--- config.mk ---
export PLATFORM = sky130hd
export DESIGN_NAME = irq_priority_sel
export DESIGN_NICKNAME = d
export VERILOG_FILES = /design/src/rtl/irqsel_pkg.sv /design/src/rtl/irqsel_sden.sv /design/src/rtl/irqsel_route.sv /design/src/rtl/irqsel_pick.sv /design/src/rtl/irq_priority_sel.sv
export SDC_FILE = /design/constraint.sdc
export NUM_CORES = 1
export LEC_CHECK = 0
export ABC_AREA = 1
export CAP_MARGIN = 10
export CORE_MARGIN = 4
export CORE_UTILIZATION = 40
export CTS_BUF_LIST = sky130_fd_sc_hd__clkbuf_16
export CTS_CLUSTER_DIAMETER = 200
export DETAILED_ROUTE_END_ITERATION = 10
export PLACE_DENSITY = 0.88
export SETUP_SLACK_MARGIN = 0.15
export SYNTH_ARGS = -nofsm -noshare
export SYNTH_HDL_FRONTEND = slang
export SYNTH_SLANG_ARGS = --single-unit
--- constraint.sdc ---
create_clock -name clk_i -period 2.4 [get_ports clk_i]
set_input_delay 0.48 -clock clk_i [delete_from_list [all_inputs] [get_ports clk_i]]
set_output_delay 0.48 -clock clk_i [all_outputs]
set_load 0.01 [all_outputs]
--- src/rtl/irqsel_pkg.sv ---
package irqsel_pkg;
  localparam int NUM_SRC = 8;
  localparam int STD_W   = 16;
  localparam int SD_W    = 64;
  localparam int IDX_W   = $clog2(NUM_SRC);
  localparam int DXI_IDX = 3;
  localparam int MACH_LAST = 3;

  localparam logic [1:0] PRIV_U = 2'd0;
  localparam logic [1:0] PRIV_S = 2'd1;
  localparam logic [1:0] PRIV_M = 2'd3;

  // source index is its rank: 0 is highest
  function automatic int src_cause(int idx, int dxi_cause);
    case (idx)
      0:       return 11;
      1:       return 3;
      2:       return 7;
      3:       return dxi_cause;
      4:       return 9;
      5:       return 1;
      6:       return 5;
      default: return 13;
    endcase
  endfunction
endpackage

--- src/rtl/irqsel_sden.sv ---
module irqsel_sden #(
  parameter int XLEN = 32
) (
  input  logic                         clk_i,
  input  logic                         rst_ni,
  input  logic                         we_i,
  input  logic                         hi_i,
  input  logic [XLEN-1:0]              wdata_i,
  output logic [XLEN-1:0]              rdata_o,
  output logic [irqsel_pkg::SD_W-1:0]  en_o
);
  import irqsel_pkg::*;

  logic [SD_W-1:0] en_q;

  if (XLEN == 32) begin : g_split
    always_ff @(posedge clk_i or negedge rst_ni) begin
      if (!rst_ni)   en_q <= '0;
      else if (we_i) begin
        if (hi_i) en_q[63:32] <= wdata_i;
        else      en_q[31:0]  <= wdata_i;
      end
    end
    assign rdata_o = hi_i ? en_q[63:32] : en_q[31:0];

    a_r11_hi_keeps_lo: assert property (@(posedge clk_i) disable iff (!rst_ni)
      we_i && hi_i |=> en_o[31:0] == $past(en_o[31:0]));
    a_r11_lo_keeps_hi: assert property (@(posedge clk_i) disable iff (!rst_ni)
      we_i && !hi_i |=> en_o[63:32] == $past(en_o[63:32]));
  end else begin : g_full
    always_ff @(posedge clk_i or negedge rst_ni) begin
      if (!rst_ni)             en_q <= '0;
      else if (we_i && !hi_i)  en_q <= wdata_i;
    end
    assign rdata_o = hi_i ? '0 : en_q;

    a_r10_hi_write_ignored: assert property (@(posedge clk_i) disable iff (!rst_ni)
      we_i && hi_i |=> $stable(en_o));
  end

  assign en_o = en_q;
endmodule

--- src/rtl/irqsel_route.sv ---
module irqsel_route #(
  parameter int SDEI_CAUSE = 32
) (
  input  logic [1:0]                       priv_i,
  input  logic                             m_ie_i,
  input  logic                             s_ie_i,
  input  logic [irqsel_pkg::STD_W-1:0]     pend_i,
  input  logic [irqsel_pkg::STD_W-1:0]     en_i,
  input  logic [irqsel_pkg::STD_W-1:0]     deleg_i,
  input  logic                             dxi_pend_i,
  output logic [irqsel_pkg::NUM_SRC-1:0]   m_cand_o,
  output logic [irqsel_pkg::NUM_SRC-1:0]   s_cand_o
);
  import irqsel_pkg::*;

  logic m_glob, s_glob;
  assign m_glob = (priv_i != PRIV_M) || m_ie_i;
  assign s_glob = (priv_i == PRIV_U) || ((priv_i == PRIV_S) && s_ie_i);

  for (genvar i = 0; i < NUM_SRC; i++) begin : g_src
    if (i == DXI_IDX) begin : g_dxi
      assign m_cand_o[i] = dxi_pend_i && m_glob;
      assign s_cand_o[i] = 1'b0;
    end else begin : g_std
      localparam int C = src_cause(i, SDEI_CAUSE);
      logic live, to_s;
      assign live = pend_i[C] && en_i[C];
      assign to_s = (i > MACH_LAST) && deleg_i[C];
      assign m_cand_o[i] = live && !to_s && m_glob;
      assign s_cand_o[i] = live && to_s && s_glob;
    end
  end

  // unmapped positions are accepted but have no effect
  logic spare;
  assign spare = ^{pend_i, en_i, deleg_i};
endmodule

--- src/rtl/irqsel_pick.sv ---
module irqsel_pick (
  input  logic                             clk_i,
  input  logic                             rst_ni,
  input  logic [irqsel_pkg::NUM_SRC-1:0]   m_cand_i,
  input  logic [irqsel_pkg::NUM_SRC-1:0]   s_cand_i,
  output logic                             valid_o,
  output logic                             to_m_o,
  output logic [irqsel_pkg::IDX_W-1:0]     idx_o
);
  import irqsel_pkg::*;

  logic [NUM_SRC-1:0] vec;

  always_comb begin
    to_m_o = |m_cand_i;
    vec    = to_m_o ? m_cand_i : s_cand_i;
    idx_o  = '0;
    for (int i = NUM_SRC - 1; i >= 0; i--)
      if (vec[i]) idx_o = IDX_W'(i);
    valid_o = |vec;
  end

  logic [NUM_SRC-1:0] sel_cand, above_mask;
  assign sel_cand   = to_m_o ? m_cand_i : s_cand_i;
  assign above_mask = (NUM_SRC'(1) << idx_o) - NUM_SRC'(1);

  a_r4_pick_is_candidate: assert property (@(posedge clk_i) disable iff (!rst_ni)
    valid_o |-> sel_cand[idx_o]);
  a_r4_none_ranked_higher: assert property (@(posedge clk_i) disable iff (!rst_ni)
    valid_o |-> (sel_cand & above_mask) == '0);
  a_r3_machine_first: assert property (@(posedge clk_i) disable iff (!rst_ni)
    valid_o && !to_m_o |-> m_cand_i == '0);
endmodule

--- src/rtl/irq_priority_sel.sv ---
module irq_priority_sel #(
  parameter int XLEN       = 32,
  parameter int SDEI_CAUSE = 32,
  parameter int CAUSE_W    = 6
) (
  input  logic                 clk_i,
  input  logic                 rst_ni,
  input  logic [1:0]           priv_i,
  input  logic                 m_ie_i,
  input  logic                 s_ie_i,
  input  logic [15:0]          irq_pend_i,
  input  logic [15:0]          irq_en_i,
  input  logic [15:0]          irq_deleg_i,
  input  logic [63:0]          sd_pend_i,
  input  logic                 sden_we_i,
  input  logic                 sden_hi_i,
  input  logic [XLEN-1:0]      sden_wdata_i,
  output logic [XLEN-1:0]      sden_rdata_o,
  output logic                 irq_valid_o,
  output logic [CAUSE_W-1:0]   irq_cause_o,
  output logic                 irq_to_m_o
);
  import irqsel_pkg::*;

  logic [SD_W-1:0]    sd_en;
  logic               dxi_pend;
  logic [NUM_SRC-1:0] m_cand, s_cand;
  logic               sel_valid, sel_to_m;
  logic [IDX_W-1:0]   sel_idx;
  logic [CAUSE_W-1:0] cause_d;

  irqsel_sden #(.XLEN(XLEN)) i_sden (
    .clk_i   (clk_i),
    .rst_ni  (rst_ni),
    .we_i    (sden_we_i),
    .hi_i    (sden_hi_i),
    .wdata_i (sden_wdata_i),
    .rdata_o (sden_rdata_o),
    .en_o    (sd_en)
  );

  assign dxi_pend = |(sd_pend_i & sd_en);

  irqsel_route #(.SDEI_CAUSE(SDEI_CAUSE)) i_route (
    .priv_i     (priv_i),
    .m_ie_i     (m_ie_i),
    .s_ie_i     (s_ie_i),
    .pend_i     (irq_pend_i),
    .en_i       (irq_en_i),
    .deleg_i    (irq_deleg_i),
    .dxi_pend_i (dxi_pend),
    .m_cand_o   (m_cand),
    .s_cand_o   (s_cand)
  );

  irqsel_pick i_pick (
    .clk_i    (clk_i),
    .rst_ni   (rst_ni),
    .m_cand_i (m_cand),
    .s_cand_i (s_cand),
    .valid_o  (sel_valid),
    .to_m_o   (sel_to_m),
    .idx_o    (sel_idx)
  );

  always_comb begin
    cause_d = '0;
    if (sel_valid) cause_d = CAUSE_W'(src_cause(int'(sel_idx), SDEI_CAUSE));
  end

  always_ff @(posedge clk_i or negedge rst_ni) begin
    if (!rst_ni) begin
      irq_valid_o <= 1'b0;
      irq_cause_o <= '0;
      irq_to_m_o  <= 1'b0;
    end else begin
      irq_valid_o <= sel_valid;
      irq_cause_o <= cause_d;
      irq_to_m_o  <= sel_valid && sel_to_m;
    end
  end

  a_r8_idle_outputs_zero: assert property (@(posedge clk_i) disable iff (!rst_ni)
    !irq_valid_o |-> irq_cause_o == '0 && !irq_to_m_o);
  a_r6_dxi_machine_only: assert property (@(posedge clk_i) disable iff (!rst_ni)
    irq_valid_o && irq_cause_o == CAUSE_W'(SDEI_CAUSE) |-> irq_to_m_o);
  a_r9_valid_tracks_candidates: assert property (@(posedge clk_i) disable iff (!rst_ni)
    1'b1 |=> irq_valid_o == $past(|{m_cand, s_cand}));
  a_r7_dxi_needs_enabled_line: assert property (@(posedge clk_i) disable iff (!rst_ni)
    m_cand[DXI_IDX] |-> (sd_pend_i & sd_en) != '0);
endmodule

==> run summary <==
Syn Std Cell Area - 3730 sq um
Antenna diodes - 0
Placed Instance Area - 5570 sq um
Post-route cell area - 5970 sq um
Mapped Avg Cell Area - 6.84 sq um
Worst-Margin Slew - 878 ps
Distinct cells, synth - 22
Chip height - 105 um
FP Rows - 34
Crit Path Category - in -> reg
Setup TNS - 0 ps
Layout cells sized above 1 - 0.116
CTS tree - done
Critical Path Fanout Max - 6
Leading cell type in the layout, fill and taps excluded - nand2_1
Worst-Skew Late Latency - 330 ps
WL final - 11,700 um
Critical Path Sink - irq_cause_o[1]
Maximum operating frequency - 0.435 GHz
DIE AREA - 10,900 sq um
Vias in the first global route - 4,140
Reg-to-Reg Start - i_sden.en_o[31]
Register area share after synthesis - 0.476
Crit path launch - sd_pend_i[12]
Largest net degree at the start of global routing - 72
Met3 wire len - 797 um
Final Setup Violations - 0
Clk buf depth - 2
Worst EP arrival - 2540 ps
Crit. End Element - flop
Number of max-cap violations - 0
Initial antenna violation count - 0
Post-synthesis cell count - 546
Area Overhead vs Synth - 60.0%
HP Class - in -> async
GRT Util Overall - 0.210
Wl on met1 - 4630 um
Final Util - 0.672
YS warnings - 0
Worst R2R Setup Slack - 130 ps
Final GP Congestion - 0.877
Detailed placement HPWL - 8720 um
Via count - 4,135
I/O Pins - 192
GR Overflow Total - 0
DRC - 0
Core ar. - 8890 sq um
RSZ-0062 raised after global routing - true
Clock-pin slew on the worst setup and hold paths - 60 ps
CTS Sinks - 71
Status - complete, no violations
Drt wl/cell - 14.0 um
H-tree levels - 3
Yosys reg bits - 71
Pins Over Slew Limit - 0
Worst VDD drop - 0.422 mV
Most frequent cells in the layout - nand2_1, clkdlybuf4s50_1, dfrtp_1
Top Layer Used - met4
Pwr dens - 626 nW/um^2
Vias per inst - 4.92
Period utilization - 0.957
Worst R2R End - irq_cause_o[1]
Crit path time final - 2300 ps
LEAKAGE - 3.12 nW
Wire length on met2 - 6130 um
Root Driver - clkbuf_16
Slew headroom - 0.414
Worst R2R Path Depth - 16
Hold Fails Final Rpt - 0
Post-Syn Nets - 698
Die width - 105 um
I/O Buffers - 160
First-pass GRT wire length - 18,900 um
Final Skew - 4.46 ps
Fin nets - 880
CP Data Required Time - 2640 ps
Detail Route Antenna Nets - 0
Initial DRT Pass Iterations - 5
Initial core utilization - 0.420
Design Power - 3.74 mW
Startpoint Class - primary input
TritonCTS Buffers - 9
DRT iter0 DRCs - 189
[through the flow]
stage	hold slack [ps]	setup slack, ps	cells
2_1_floorplan	184	362	546
3_3_place_gp	488	-319	816
3_5_place_dp	496	-415	816
4_1_cts	298	93.6	837
5_1_grt	355	8.29	841
6_report	279	104	841
[state kept, by name, summed over array words and instances (netlist names)]
| signal | flops |
|---|---|
| irq_valid_o | 1 |
| irq_cause_o | 5 |
| irq_to_m_o | 1 |
| i_sden.en_o | 64 |
[cell type report]
cell class | count | area [sq um]
inverters | 48 | 181
flip-flops and latches | 71 | 1780
clock buffers | 9 | 225
well taps | 108 | 135
clock inverters | 7 | 87.6
repair buffers | 191 | 1780
multi-input cells | 407 | 1790
fillers | 760 | 2920
[worst max-delay path: stages]
cell,delay [ps]
clkdlybuf4s50_1,400
nand2_1,60
nand2_1,60
nor2_1,80
nand2_1,80
nor2_2,90
nand2_2,70
o21ai_4,180
nand4_4,180
o21ai_4,210
buf_6,120
nor2_2,40
nand2_1,90
nand2_2,90
nand2_2,90
inv_2,50
a21oi_1,150
[synth_stat cells]
cell | number | share of area
nand2_1 | 282 | 0.28
dfrtp_1 | 71 | 0.48
o21ai_0 | 64 | 0.086
inv_1 | 45 | 0.045
nor2_1 | 32 | 0.032
clkbuf_1 | 19 | 0.019
nand4_1 | 8 | 0.013
a21oi_1 | 4 | 0.0054
nand3_1 | 3 | 0.0040
nor2_2 | 3 | 0.0050
inv_2 | 2 | 0.0020
nand2_2 | 2 | 0.0034
o21ai_1 | 2 | 0.0027
a21oi_2 | 1 | 0.0023
buf_4 | 1 | 0.0020
clkinv_1 | 1 | 0.0010
conb_1 | 1 | 0.0010
nand4_4 | 1 | 0.0057
nor4_1 | 1 | 0.0017
o21ai_2 | 1 | 0.0023
o21ai_4 | 1 | 0.0044
o31ai_1 | 1 | 0.0020
[worst min path at each step]
stage	start	endpoint	slack [ps]	cells past startpoint
detailed placement	i_sden.en_o[45]	i_sden.en_o[45]	500	2
finish	rst_ni	i_sden.en_o[28]	280	1
global route	rst_ni	i_sden.en_o[61]	350	1
CTS	rst_ni	i_sden.en_o[61]	300	1
floorplan	rst_ni	i_sden.en_o[0]	180	0
global placement	i_sden.en_o[54]	i_sden.en_o[54]	490	2
[logic make-up after synthesis]
| family | count (synthesis) | synth area share |
|---|---|---|
| other | 1 | 0.00100 |
| flip-flops | 71 | 0.476 |
| buffers and inverters | 68 | 0.0694 |
| AND/OR/NAND/NOR | 332 | 0.349 |
| AO/OA/AOI/OAI | 74 | 0.105 |
[power by group]
group          total (mW)  switching, mW  internal [mW]  leakage (nW)
clock                1.39          0.492          0.900         0.147
sequential           1.46          0.116           1.34         0.871
combinational       0.890          0.425          0.465          2.11
[repair_timing]
action                                  4_1_cts  5_1_grt
pin swaps                                    99       27
endpoints found under the setup margin       37       37
gates resized for setup                      79       22
hold buffers                                  0        0
setup buffers                                 5        4
[layer usage]
layer,vias up,GRT usage
met5,-,0
li1,2046,-
met1,1902,0.250
met3,16,0.0376
met4,0,0.0740
met2,171,0.381
Power figures use the tool's default switching activity.
